### src/rtl/evt_timer_pkg.sv
package evt_timer_pkg;

  localparam int AUX_ADDR_W = 32;

  localparam logic [AUX_ADDR_W-1:0] ADR_COUNT = 32'h0000_0021;
  localparam logic [AUX_ADDR_W-1:0] ADR_CTRL  = 32'h0000_0022;
  localparam logic [AUX_ADDR_W-1:0] ADR_LIMIT = 32'h0000_0023;
  localparam logic [AUX_ADDR_W-1:0] ADR_MASK  = 32'hFFFF_F850;

  localparam int CTRL_W      = 2;
  localparam int CTRL_IE_BIT = 0;
  localparam int CTRL_NH_BIT = 1;

  typedef enum logic [2:0] {
    SEL_NONE,
    SEL_COUNT,
    SEL_CTRL,
    SEL_LIMIT,
    SEL_MASK
  } reg_sel_e;

  // Address decode shared by the write and read paths.
  function automatic reg_sel_e decode_addr(input logic [AUX_ADDR_W-1:0] a);
    reg_sel_e s;
    s = SEL_NONE;
    if (a == ADR_COUNT)      s = SEL_COUNT;
    else if (a == ADR_CTRL)  s = SEL_CTRL;
    else if (a == ADR_LIMIT) s = SEL_LIMIT;
    else if (a == ADR_MASK)  s = SEL_MASK;
    return s;
  endfunction

  // A cycle counts unless halt qualification is on and the core is halted.
  function automatic logic count_enable(input logic nh_qual, input logic halted);
    return !(nh_qual && halted);
  endfunction

endpackage

### src/rtl/evt_count_core.sv
module evt_count_core #(
  parameter int CNT_W = 32
) (
  input  logic             clk_i,
  input  logic             rst_ni,
  input  logic             cnt_wr_i,
  input  logic             lim_wr_i,
  input  logic [CNT_W-1:0] wdata_i,
  input  logic             nh_qual_i,
  input  logic             halted_i,
  output logic [CNT_W-1:0] count_o,
  output logic [CNT_W-1:0] limit_o,
  output logic             hit_tick_o
);
  import evt_timer_pkg::*;

  logic [CNT_W-1:0] count_q;
  logic [CNT_W-1:0] limit_q;
  logic             advance;
  logic             at_limit;

  // Next count: wrap to zero on reaching the limit, else step by one.
  function automatic logic [CNT_W-1:0] next_count(
    input logic [CNT_W-1:0] cur,
    input logic [CNT_W-1:0] lim,
    input logic             adv
  );
    logic [CNT_W-1:0] r;
    if (!adv)            r = cur;
    else if (cur == lim) r = '0;
    else                 r = cur + CNT_W'(1);
    return r;
  endfunction

  assign advance    = count_enable(nh_qual_i, halted_i);
  assign at_limit   = (count_q == limit_q);
  assign hit_tick_o = advance && at_limit;

  always_ff @(posedge clk_i or negedge rst_ni) begin
    if (!rst_ni) begin
      count_q <= '0;
    end else if (cnt_wr_i) begin
      count_q <= wdata_i;
    end else begin
      count_q <= next_count(count_q, limit_q, advance);
    end
  end

  always_ff @(posedge clk_i or negedge rst_ni) begin
    if (!rst_ni) begin
      limit_q <= '0;
    end else if (lim_wr_i) begin
      limit_q <= wdata_i;
    end
  end

  assign count_o = count_q;
  assign limit_o = limit_q;

  AST_CNT_STEP: assert property (@(posedge clk_i) disable iff (!rst_ni)
    (advance && !cnt_wr_i && !at_limit) |=> (count_q == $past(count_q) + CNT_W'(1)));
  AST_CNT_LOAD: assert property (@(posedge clk_i) disable iff (!rst_ni)
    cnt_wr_i |=> (count_q == $past(wdata_i)));
  AST_CNT_HALT_HOLD: assert property (@(posedge clk_i) disable iff (!rst_ni)
    (nh_qual_i && halted_i && !cnt_wr_i) |=> $stable(count_q));
  AST_WRAP_ZERO: assert property (@(posedge clk_i) disable iff (!rst_ni)
    (hit_tick_o && !cnt_wr_i) |=> (count_q == '0));

endmodule

### src/rtl/evt_reg_file.sv
module evt_reg_file #(
  parameter int DATA_W      = 32,
  parameter int NUM_THREADS = 16
) (
  input  logic                          clk_i,
  input  logic                          rst_ni,
  input  evt_timer_pkg::reg_sel_e       sel_i,
  input  logic                          we_i,
  input  logic [evt_timer_pkg::CTRL_W-1:0] ctrl_wdata_i,
  input  logic [NUM_THREADS-1:0]        mask_wdata_i,
  input  logic [DATA_W-1:0]             count_i,
  input  logic [DATA_W-1:0]             limit_i,
  output logic                          ctrl_ie_o,
  output logic                          ctrl_nh_o,
  output logic                          ctrl_wr_o,
  output logic                          mask_wr_o,
  output logic [NUM_THREADS-1:0]        mask_o,
  output logic [DATA_W-1:0]             rdata_o
);
  import evt_timer_pkg::*;

  localparam int CTRL_PAD = DATA_W - CTRL_W;
  localparam int MASK_PAD = DATA_W - NUM_THREADS;

  logic [CTRL_W-1:0]      ctrl_q;
  logic [NUM_THREADS-1:0] mask_q;

  assign ctrl_wr_o = we_i && (sel_i == SEL_CTRL);
  assign mask_wr_o = we_i && (sel_i == SEL_MASK);

  always_ff @(posedge clk_i or negedge rst_ni) begin
    if (!rst_ni) begin
      ctrl_q <= '0;
    end else if (ctrl_wr_o) begin
      ctrl_q <= ctrl_wdata_i;
    end
  end

  always_ff @(posedge clk_i or negedge rst_ni) begin
    if (!rst_ni) begin
      mask_q <= '0;
    end else if (mask_wr_o) begin
      mask_q <= mask_wdata_i;
    end
  end

  assign ctrl_ie_o = ctrl_q[CTRL_IE_BIT];
  assign ctrl_nh_o = ctrl_q[CTRL_NH_BIT];
  assign mask_o    = mask_q;

  generate
    if (MASK_PAD > 0) begin : g_mask_pad
      always_comb begin
        unique case (sel_i)
          SEL_COUNT: rdata_o = count_i;
          SEL_LIMIT: rdata_o = limit_i;
          SEL_CTRL:  rdata_o = {{CTRL_PAD{1'b0}}, ctrl_q};
          SEL_MASK:  rdata_o = {{MASK_PAD{1'b0}}, mask_q};
          default:   rdata_o = '0;
        endcase
      end
    end else begin : g_mask_full
      always_comb begin
        unique case (sel_i)
          SEL_COUNT: rdata_o = count_i;
          SEL_LIMIT: rdata_o = limit_i;
          SEL_CTRL:  rdata_o = {{CTRL_PAD{1'b0}}, ctrl_q};
          SEL_MASK:  rdata_o = mask_q;
          default:   rdata_o = '0;
        endcase
      end
    end
  endgenerate

  AST_UNMAPPED_WR_IGNORED: assert property (@(posedge clk_i) disable iff (!rst_ni)
    (we_i && sel_i == SEL_NONE) |=> ($stable(ctrl_q) && $stable(mask_q)));
  AST_CTRL_WRITE_TAKES: assert property (@(posedge clk_i) disable iff (!rst_ni)
    ctrl_wr_o |=> (ctrl_q == $past(ctrl_wdata_i)));

endmodule

### src/rtl/evt_irq_latch.sv
module evt_irq_latch #(
  parameter int NUM_THREADS = 16
) (
  input  logic                   clk_i,
  input  logic                   rst_ni,
  input  logic                   expire_i,
  input  logic                   clr_i,
  input  logic [NUM_THREADS-1:0] mask_i,
  output logic [NUM_THREADS-1:0] pend_o
);

  logic [NUM_THREADS-1:0] pend_q;
  logic [NUM_THREADS-1:0] pend_d;

  // One flop per thread: clear on a control write, then OR in the fan-out.
  generate
    for (genvar t = 0; t < NUM_THREADS; t++) begin : g_thr
      assign pend_d[t] = (pend_q[t] && !clr_i) || (expire_i && mask_i[t]);
      always_ff @(posedge clk_i or negedge rst_ni) begin
        if (!rst_ni) pend_q[t] <= 1'b0;
        else         pend_q[t] <= pend_d[t];
      end
    end
  endgenerate

  assign pend_o = pend_q;

  AST_PEND_HOLD: assert property (@(posedge clk_i) disable iff (!rst_ni)
    (!expire_i && !clr_i) |=> $stable(pend_q));
  AST_PEND_CLEAR: assert property (@(posedge clk_i) disable iff (!rst_ni)
    (clr_i && !expire_i) |=> (pend_q == '0));
  AST_PEND_FANOUT: assert property (@(posedge clk_i) disable iff (!rst_ni)
    (expire_i && !clr_i) |=> (pend_q == ($past(pend_q) | $past(mask_i))));

endmodule

### src/rtl/thread_evt_timer.sv
module thread_evt_timer #(
  parameter int DATA_W      = 32,
  parameter int NUM_THREADS = 16
) (
  input  logic                   clk_i,
  input  logic                   rst_ni,
  input  logic                   halted_i,
  input  logic [31:0]            aux_addr_i,
  input  logic                   aux_we_i,
  input  logic [DATA_W-1:0]      aux_wdata_i,
  output logic [DATA_W-1:0]      aux_rdata_o,
  output logic [NUM_THREADS-1:0] thread_irq_o
);
  import evt_timer_pkg::*;

  localparam int CNT_W = DATA_W;

  reg_sel_e               sel;
  logic                   ctrl_ie;
  logic                   ctrl_nh;
  logic                   ctrl_wr;
  logic                   mask_wr;
  logic                   hit_tick;
  logic                   expire;
  logic [NUM_THREADS-1:0] mask;
  logic [CNT_W-1:0]       count;
  logic [CNT_W-1:0]       limit;

  assign sel    = decode_addr(aux_addr_i);
  assign expire = hit_tick && ctrl_ie;

  evt_count_core #(.CNT_W(CNT_W)) u_count (
    .clk_i      (clk_i),
    .rst_ni     (rst_ni),
    .cnt_wr_i   (aux_we_i && sel == SEL_COUNT),
    .lim_wr_i   (aux_we_i && sel == SEL_LIMIT),
    .wdata_i    (aux_wdata_i),
    .nh_qual_i  (ctrl_nh),
    .halted_i   (halted_i),
    .count_o    (count),
    .limit_o    (limit),
    .hit_tick_o (hit_tick)
  );

  evt_reg_file #(.DATA_W(DATA_W), .NUM_THREADS(NUM_THREADS)) u_regs (
    .clk_i        (clk_i),
    .rst_ni       (rst_ni),
    .sel_i        (sel),
    .we_i         (aux_we_i),
    .ctrl_wdata_i (aux_wdata_i[CTRL_W-1:0]),
    .mask_wdata_i (aux_wdata_i[NUM_THREADS-1:0]),
    .count_i      (count),
    .limit_i      (limit),
    .ctrl_ie_o    (ctrl_ie),
    .ctrl_nh_o    (ctrl_nh),
    .ctrl_wr_o    (ctrl_wr),
    .mask_wr_o    (mask_wr),
    .mask_o       (mask),
    .rdata_o      (aux_rdata_o)
  );

  evt_irq_latch #(.NUM_THREADS(NUM_THREADS)) u_irq (
    .clk_i    (clk_i),
    .rst_ni   (rst_ni),
    .expire_i (expire),
    .clr_i    (ctrl_wr),
    .mask_i   (mask),
    .pend_o   (thread_irq_o)
  );

  AST_IE_OFF_QUIET: assert property (@(posedge clk_i) disable iff (!rst_ni)
    (!ctrl_ie && !ctrl_wr) |=> $stable(thread_irq_o));
  AST_MASK_NO_RETRO: assert property (@(posedge clk_i) disable iff (!rst_ni)
    (mask_wr && !hit_tick && !ctrl_wr) |=> $stable(thread_irq_o));

endmodule

### config.mk
export PLATFORM = sky130hd
export DESIGN_NAME = thread_evt_timer
export DESIGN_NICKNAME = d
export VERILOG_FILES = /design/src/rtl/evt_timer_pkg.sv /design/src/rtl/evt_count_core.sv /design/src/rtl/evt_reg_file.sv /design/src/rtl/evt_irq_latch.sv /design/src/rtl/thread_evt_timer.sv
export SDC_FILE = /design/constraint.sdc
export NUM_CORES = 1
export LEC_CHECK = 0
export BUFFER_PORTS_ARGS = -buffer_cell sky130_fd_sc_hd__buf_2
export CORE_ASPECT_RATIO = 1.75
export CORE_MARGIN = 10
export CORE_UTILIZATION = 50
export CTS_CLUSTER_SIZE = 14
export DETAILED_ROUTE_END_ITERATION = 7
export MAX_ROUTING_LAYER = met4
export PLACE_DENSITY_LB_ADDON = 0.25
export SETUP_SLACK_MARGIN = 0.5
export SLEW_MARGIN = 0
export SYNTH_ARGS = -nofsm -noshare
export SYNTH_HDL_FRONTEND = slang
export SYNTH_HIERARCHICAL = 1
export SYNTH_SLANG_ARGS = --single-unit
### constraint.sdc
create_clock -name clk_i -period 3.03 [get_ports clk_i]
set_input_delay 0.303 -clock clk_i [delete_from_list [all_inputs] [get_ports clk_i]]
set_output_delay 0.303 -clock clk_i [all_outputs]
set_load 0.01 [all_outputs]
## After elaboration in Yosys (flattened, before gate mapping)

Cells that the tools add are included.

- Output and inout port bits: 48
- Register bits: 98
- Logic and storage cells: 96
- Bits of input ports: 68

- Add/sub/neg operators: 1
- Reduce and logical (&&, ||, !) cells: 57
- Multiplexer cells: 8
- Equal/unequal tests: 10

Operators by type and width:

| cell | number |
|---|---|
| $pmux 32 s4 | 1 |
| $eq 32x6->1 const B | 3 |
| $mux 32 | 3 |
| $logic_and 1x1->1 | 39 |
| $add 32x1->32 const B | 1 |
| $eq 32x32->1 | 1 |
| $eq 32x32->1 const B | 1 |
| $logic_or 1x1->1 | 16 |
| $mux 3 | 4 |
| $eq 3x2->1 const B | 2 |
| $eq 3x1->1 const B | 1 |
| $eq 3x3->1 const B | 1 |
| $logic_not 1->1 | 2 |
| $ne 2x1->1 const B | 1 |

## Longest topological paths before layout

- Depth after elaboration: 10
- Mapped depth: 12
- Depth with buffers taken out: 8

## Hierarchy

The synthesis kept the hierarchy.

Modules (own cells, without submodules):

| module | seq. area each (µm²) | times used | area each (µm²) | cells an instance |
|---|---|---|---|---|
| evt_count_core | 1601.5 | 1 | 3878.7 | 387 |
| evt_reg_file | 450.4 | 1 | 1557.7 | 141 |
| evt_irq_latch | 400.4 | 1 | 671.9 | 67 |
| thread_evt_timer | 0.0 | 1 | 185.2 | 31 |

## Worst setup path before layout

Ideal clock, no wire load.

- Path type: input-to-output
- Start: in aux_addr_i[5]
- End: out aux_rdata_o[11]
- Path slack: 0.226 ns
- Stages: 7
- Required time: 2.727 ns
- Buffers on the path: 2
- Arrival: 2.501 ns
- Path through: or4b_1 -> or4_1 -> nor4_2 -> and3b_2 -> buf_6 -> buf_6 -> a211o_1

- Cells in the longest elaborated chain, start to end: 7

Ends and longest elaborated chain:

| element | line | RTL |
|---|---|---|
| from (decl) | thread_evt_timer.sv:8 | `input logic [31:0] aux_addr_i,` |
| $eq 32x32->1 | evt_timer_pkg.sv:29 | `else if (a == ADR_MASK) s = SEL_MASK;` |
| $mux 3 | evt_timer_pkg.sv:29 |  |
| $mux 3 | evt_timer_pkg.sv:28 | `else if (a == ADR_LIMIT) s = SEL_LIMIT;` |
| $mux 3 | evt_timer_pkg.sv:27 | `else if (a == ADR_CTRL) s = SEL_CTRL;` |
| $mux 3 (*) | evt_timer_pkg.sv:26 | `if (a == ADR_COUNT) s = SEL_COUNT;` |
| net sel[2] | thread_evt_timer.sv:18 | `reg_sel_e sel;` |
| $eq 3x3->1, or another cell as far along | evt_reg_file.sv:54 | `unique case (sel_i)` |
| $pmux 32 s4 (*) | evt_reg_file.sv:54 |  |
| to (decl) | thread_evt_timer.sv:11 | `output logic [DATA_W-1:0] aux_rdata_o,` |

Mark *: on every way through the listed nets, which the timed path passes. The rest lies on a longest branch.

## Final worst setup path

- Start: in aux_addr_i[5]
- End: out aux_rdata_o[15]

The elaborated chain is that of the path after synthesis.

==> metrics.yaml <==
postRouteAntennaNets: 0
placeableCoreArea_mm2: 0.0124
post_synth_instance_area_mm2: 0.00629
path_buf_inv: 4
hold_ws_ps: -55.0
drt_pass1_iterations: 6
finish.cell_count_without_fillers: 936
fp-row-count: 54
timing.critical_path.to_type: "primary output"
cp_cell_sequence: "buf_6 > or4b_4 > or4_4 > nor4_4 > buf_4 > buf_6 > and4bb_2 > a211o_1 > buf_2"
clk_path_buf_depth: 2
place.detailed.instances: 895
vdd_ir_drop_max_uv: 262
max_clock_freq_mhz: 363
timing_hold_violations_final: 13
vias: 5607
ff_latch_area_mm2: 0.00245
global_route.usage.met3_pct: 4.01
rsz_0062_raised_after_global_routing: "true"
boundaryPins: 116
syn-mean-instance-area_um2: 10.1
floorplan.die.width_um: 105
finalCriticalPeriod_ps: 2760
seq_area_frac_synth_pct: 39.0
worst_skew_pair.late_latency_ps: 350
arrival_ps: 2450
cp_max_fo: 6
synth_nets: 695
total_negative_setup_slacks_ps: 0
ys_ff_latch: 98
fill_cells: 1000
timing.final.setup_violations: 0
grt.overflow.total: 0
number_of_enable_flip_flop_cells_after_synthesis: 0
wire_per_inst_um: 21.5
grt_pass1_wl_mm: 32.0
tritoncts: "built"
remaining_drc_errors: 0
worst-path-stages: 9
finalWeightedCongestion: 0.939
min-delay-path-class: "primary input to async pin"
worstReg2RegEnd: "u_count/count_o[14]$_DFFE_PN0P_"
global_route.usage.total_pct: 22.9
worst_slew_pin_tran_ps: 592
viasPerCell: 5.99
cts_num_sinks: 98
yosys_warnings: 6
die_h_um: 168
mostFrequentLayoutCell: "sky130_fd_sc_hd__dfrtp_1"
grt_pass1_vias: 5962
grt_use_met1_pct: 24.6
synth-async-reset-ratio_pct: 100
rr_startpoint: "u_count/count_o[17]$_DFFE_PN0P_"
synth_flop_cell: "sky130_fd_sc_hd__dfrtp_1"
initial_utilization_pct: 50.6
count_of_routing_violations_after_the_opening_detailed_route_iteration: 352
die_area_mm2: 0.0177
max_cap_violations: 0
regToRegSetupSlack_ps: 590
drive_above_1_share_pct: 42.1
top_cell_by_count_worst_path: "sky130_fd_sc_hd__buf_6"
drt-total-wl_mm: 20.1
timing.critical_path.required_ps: 2730
layout.cells.most_common_list: "sky130_fd_sc_hd__dfrtp_1 (98), sky130_fd_sc_hd__buf_2 (93), sky130_fd_sc_hd__nand2_1 (59)"
power.total_mw: 2.64
synth_cell_types: 63
critPathSlowestCell: "sky130_fd_sc_hd__or4b_4"
slew_violations: 0
timing.critical_path.max_delay_family: "simple AND/OR/NAND/NOR gates"
gr-usage-met2_pct: 39.5
critical-path-max-stage-delay_ps: 520
flow.area_growth_from_synthesis_pct: 31.4
syn-instance-count: 626
combined_area_of_the_multi_input_logic_cells_mm2: 0.00387
grt_max_degree: 99
port-buffer-count: 115
run_status: "finished, violations left"
timing.slew.headroom_pct: 60.6
cts.htree.levels: 3
min_period_over_period_pct: 90.9
grt_antenna_before_repair: 0
cellPowerDensity_mw_per_mm2: 319
critical_setup_path_class: "primary input to primary output"
clock-root-buffer: "sky130_fd_sc_hd__clkbuf_16"
failing_checks: "negative hold slack"
ff2ff_path_depth: 8
cts_hold_buffers: 0
top_usage_layer: "met2"
p_leak_nw: 3.67
inserted_clock_buffers: 9
n_antenna_cell: 0
final.setup_skew_ps: 10.1
clock_transition_at_the_registers_of_the_reported_paths_ps: 80
nNetsFinal: 832
post_detailed_placement_half_perimeter_wirelength_mm: 13.7
start_kind: "primary input"
registers in the layout, indices dropped and copies added, names as in the netlist:
name / flops
u_count/count_o: 32
u_regs/mask_o: 16
u_count/limit_o: 32
u_irq/pend_o: 16
u_regs/ctrl_q: 2
final cells by class:
cell class                 count  share of cell area, %
clock buffer                   9                   2.72
timing repair buffer         174                   16.2
inverter                      22                  0.999
clock inverter                 7                  0.999
multi-input combinational    458                   46.8
tap                          168                   2.54
sequential                    98                   29.7
synth_stat cells (6+ instances only):
| library cell | instances | area, um^2 |
|---|---|---|
| sky130_fd_sc_hd__clkbuf_1 | 20 | 75.1 |
| sky130_fd_sc_hd__a2bb2oi_1 | 14 | 123 |
| sky130_fd_sc_hd__nand2_1 | 59 | 221 |
| sky130_fd_sc_hd__nand4_1 | 17 | 106 |
| sky130_fd_sc_hd__dfrtp_1 | 98 | 2450 |
| sky130_fd_sc_hd__a211o_1 | 14 | 123 |
| sky130_fd_sc_hd__o21ai_2 | 10 | 87.6 |
| sky130_fd_sc_hd__and2_1 | 8 | 50.1 |
| sky130_fd_sc_hd__nor2_1 | 38 | 143 |
| sky130_fd_sc_hd__mux2_2 | 41 | 462 |
| sky130_fd_sc_hd__nand3_1 | 18 | 90.1 |
| sky130_fd_sc_hd__mux2_4 | 9 | 135 |
| sky130_fd_sc_hd__nor4bb_1 | 22 | 220 |
| sky130_fd_sc_hd__inv_1 | 21 | 78.8 |
| sky130_fd_sc_hd__o21ai_0 | 19 | 95.1 |
| sky130_fd_sc_hd__buf_2 | 7 | 35.0 |
| sky130_fd_sc_hd__buf_6 | 11 | 124 |
| sky130_fd_sc_hd__and3_1 | 10 | 62.6 |
| sky130_fd_sc_hd__xnor2_1 | 27 | 236 |
| sky130_fd_sc_hd__a31oi_1 | 6 | 37.5 |
| sky130_fd_sc_hd__mux2i_1 | 21 | 210 |
| sky130_fd_sc_hd__nor3_1 | 12 | 60.1 |
| sky130_fd_sc_hd__o21ai_1 | 6 | 30.0 |
| sky130_fd_sc_hd__a21oi_1 | 18 | 90.1 |
| sky130_fd_sc_hd__buf_1 | 6 | 22.5 |
| sky130_fd_sc_hd__and4bb_2 | 7 | 87.6 |
| sky130_fd_sc_hd__nor4_1 | 14 | 87.6 |
routing by layer:
metal,vias up,routed length [um],share of wire (%)
met3,52,964,4.8
li1,2582,-,-
met5,-,0,0
met4,0,877,4.4
met2,221,10700,53
met1,2752,7580,38
stage by stage:
stage	setup WS (ps)	hold WS [ps]	instance area, um^2	util [%]
2_1_floorplan	319	7.41	6310	-
3_3_place_gp	89.8	399	7130	57.3
3_5_place_dp	93.1	399	7130	57.3
4_1_cts	307	22.4	7970	64.1
5_1_grt	229	34.7	8270	66.5
6_report	275	-55.0	8270	66.5
kinds of logic (layout without fill, tap and decap cells):
group	after synthesis	in the layout	share of synthesized area (%)
mux	72	72	13.0
compound gates	115	115	13.3
xor+xnor	32	32	5.05
simple gates	238	238	23.4
buf+inv	70	212	6.06
fa+ha+maj	1	1	0.199
flops	98	98	39.0
worst max path at each step:
stage,slack (ps),end,start
finish,270,aux_rdata_o[15],aux_addr_i[5]
global route,230,aux_rdata_o[5],aux_addr_i[5]
CTS,310,aux_rdata_o[2],aux_addr_i[5]
detailed placement,90,aux_rdata_o[19],aux_addr_i[5]
global placement,90,aux_rdata_o[18],aux_addr_i[0]
floorplan,320,aux_rdata_o[11],aux_addr_i[5]
where the power goes:
group	leakage [nW]	switching [mW]	internal, mW
combinational	2.31	0.0689	0.0503
clock	0.150	0.557	0.657
sequential	1.21	0.00000879	1.31
what timing repair did:
action,in CTS,in global routing
hold endpoints to repair,0,0
setup endpoints to repair,39,58
pin swaps,24,8
buffers inserted,15,6
gates cloned,4,0
gates resized for setup,64,43
Note: power is estimated with default switching activity, not from simulation.
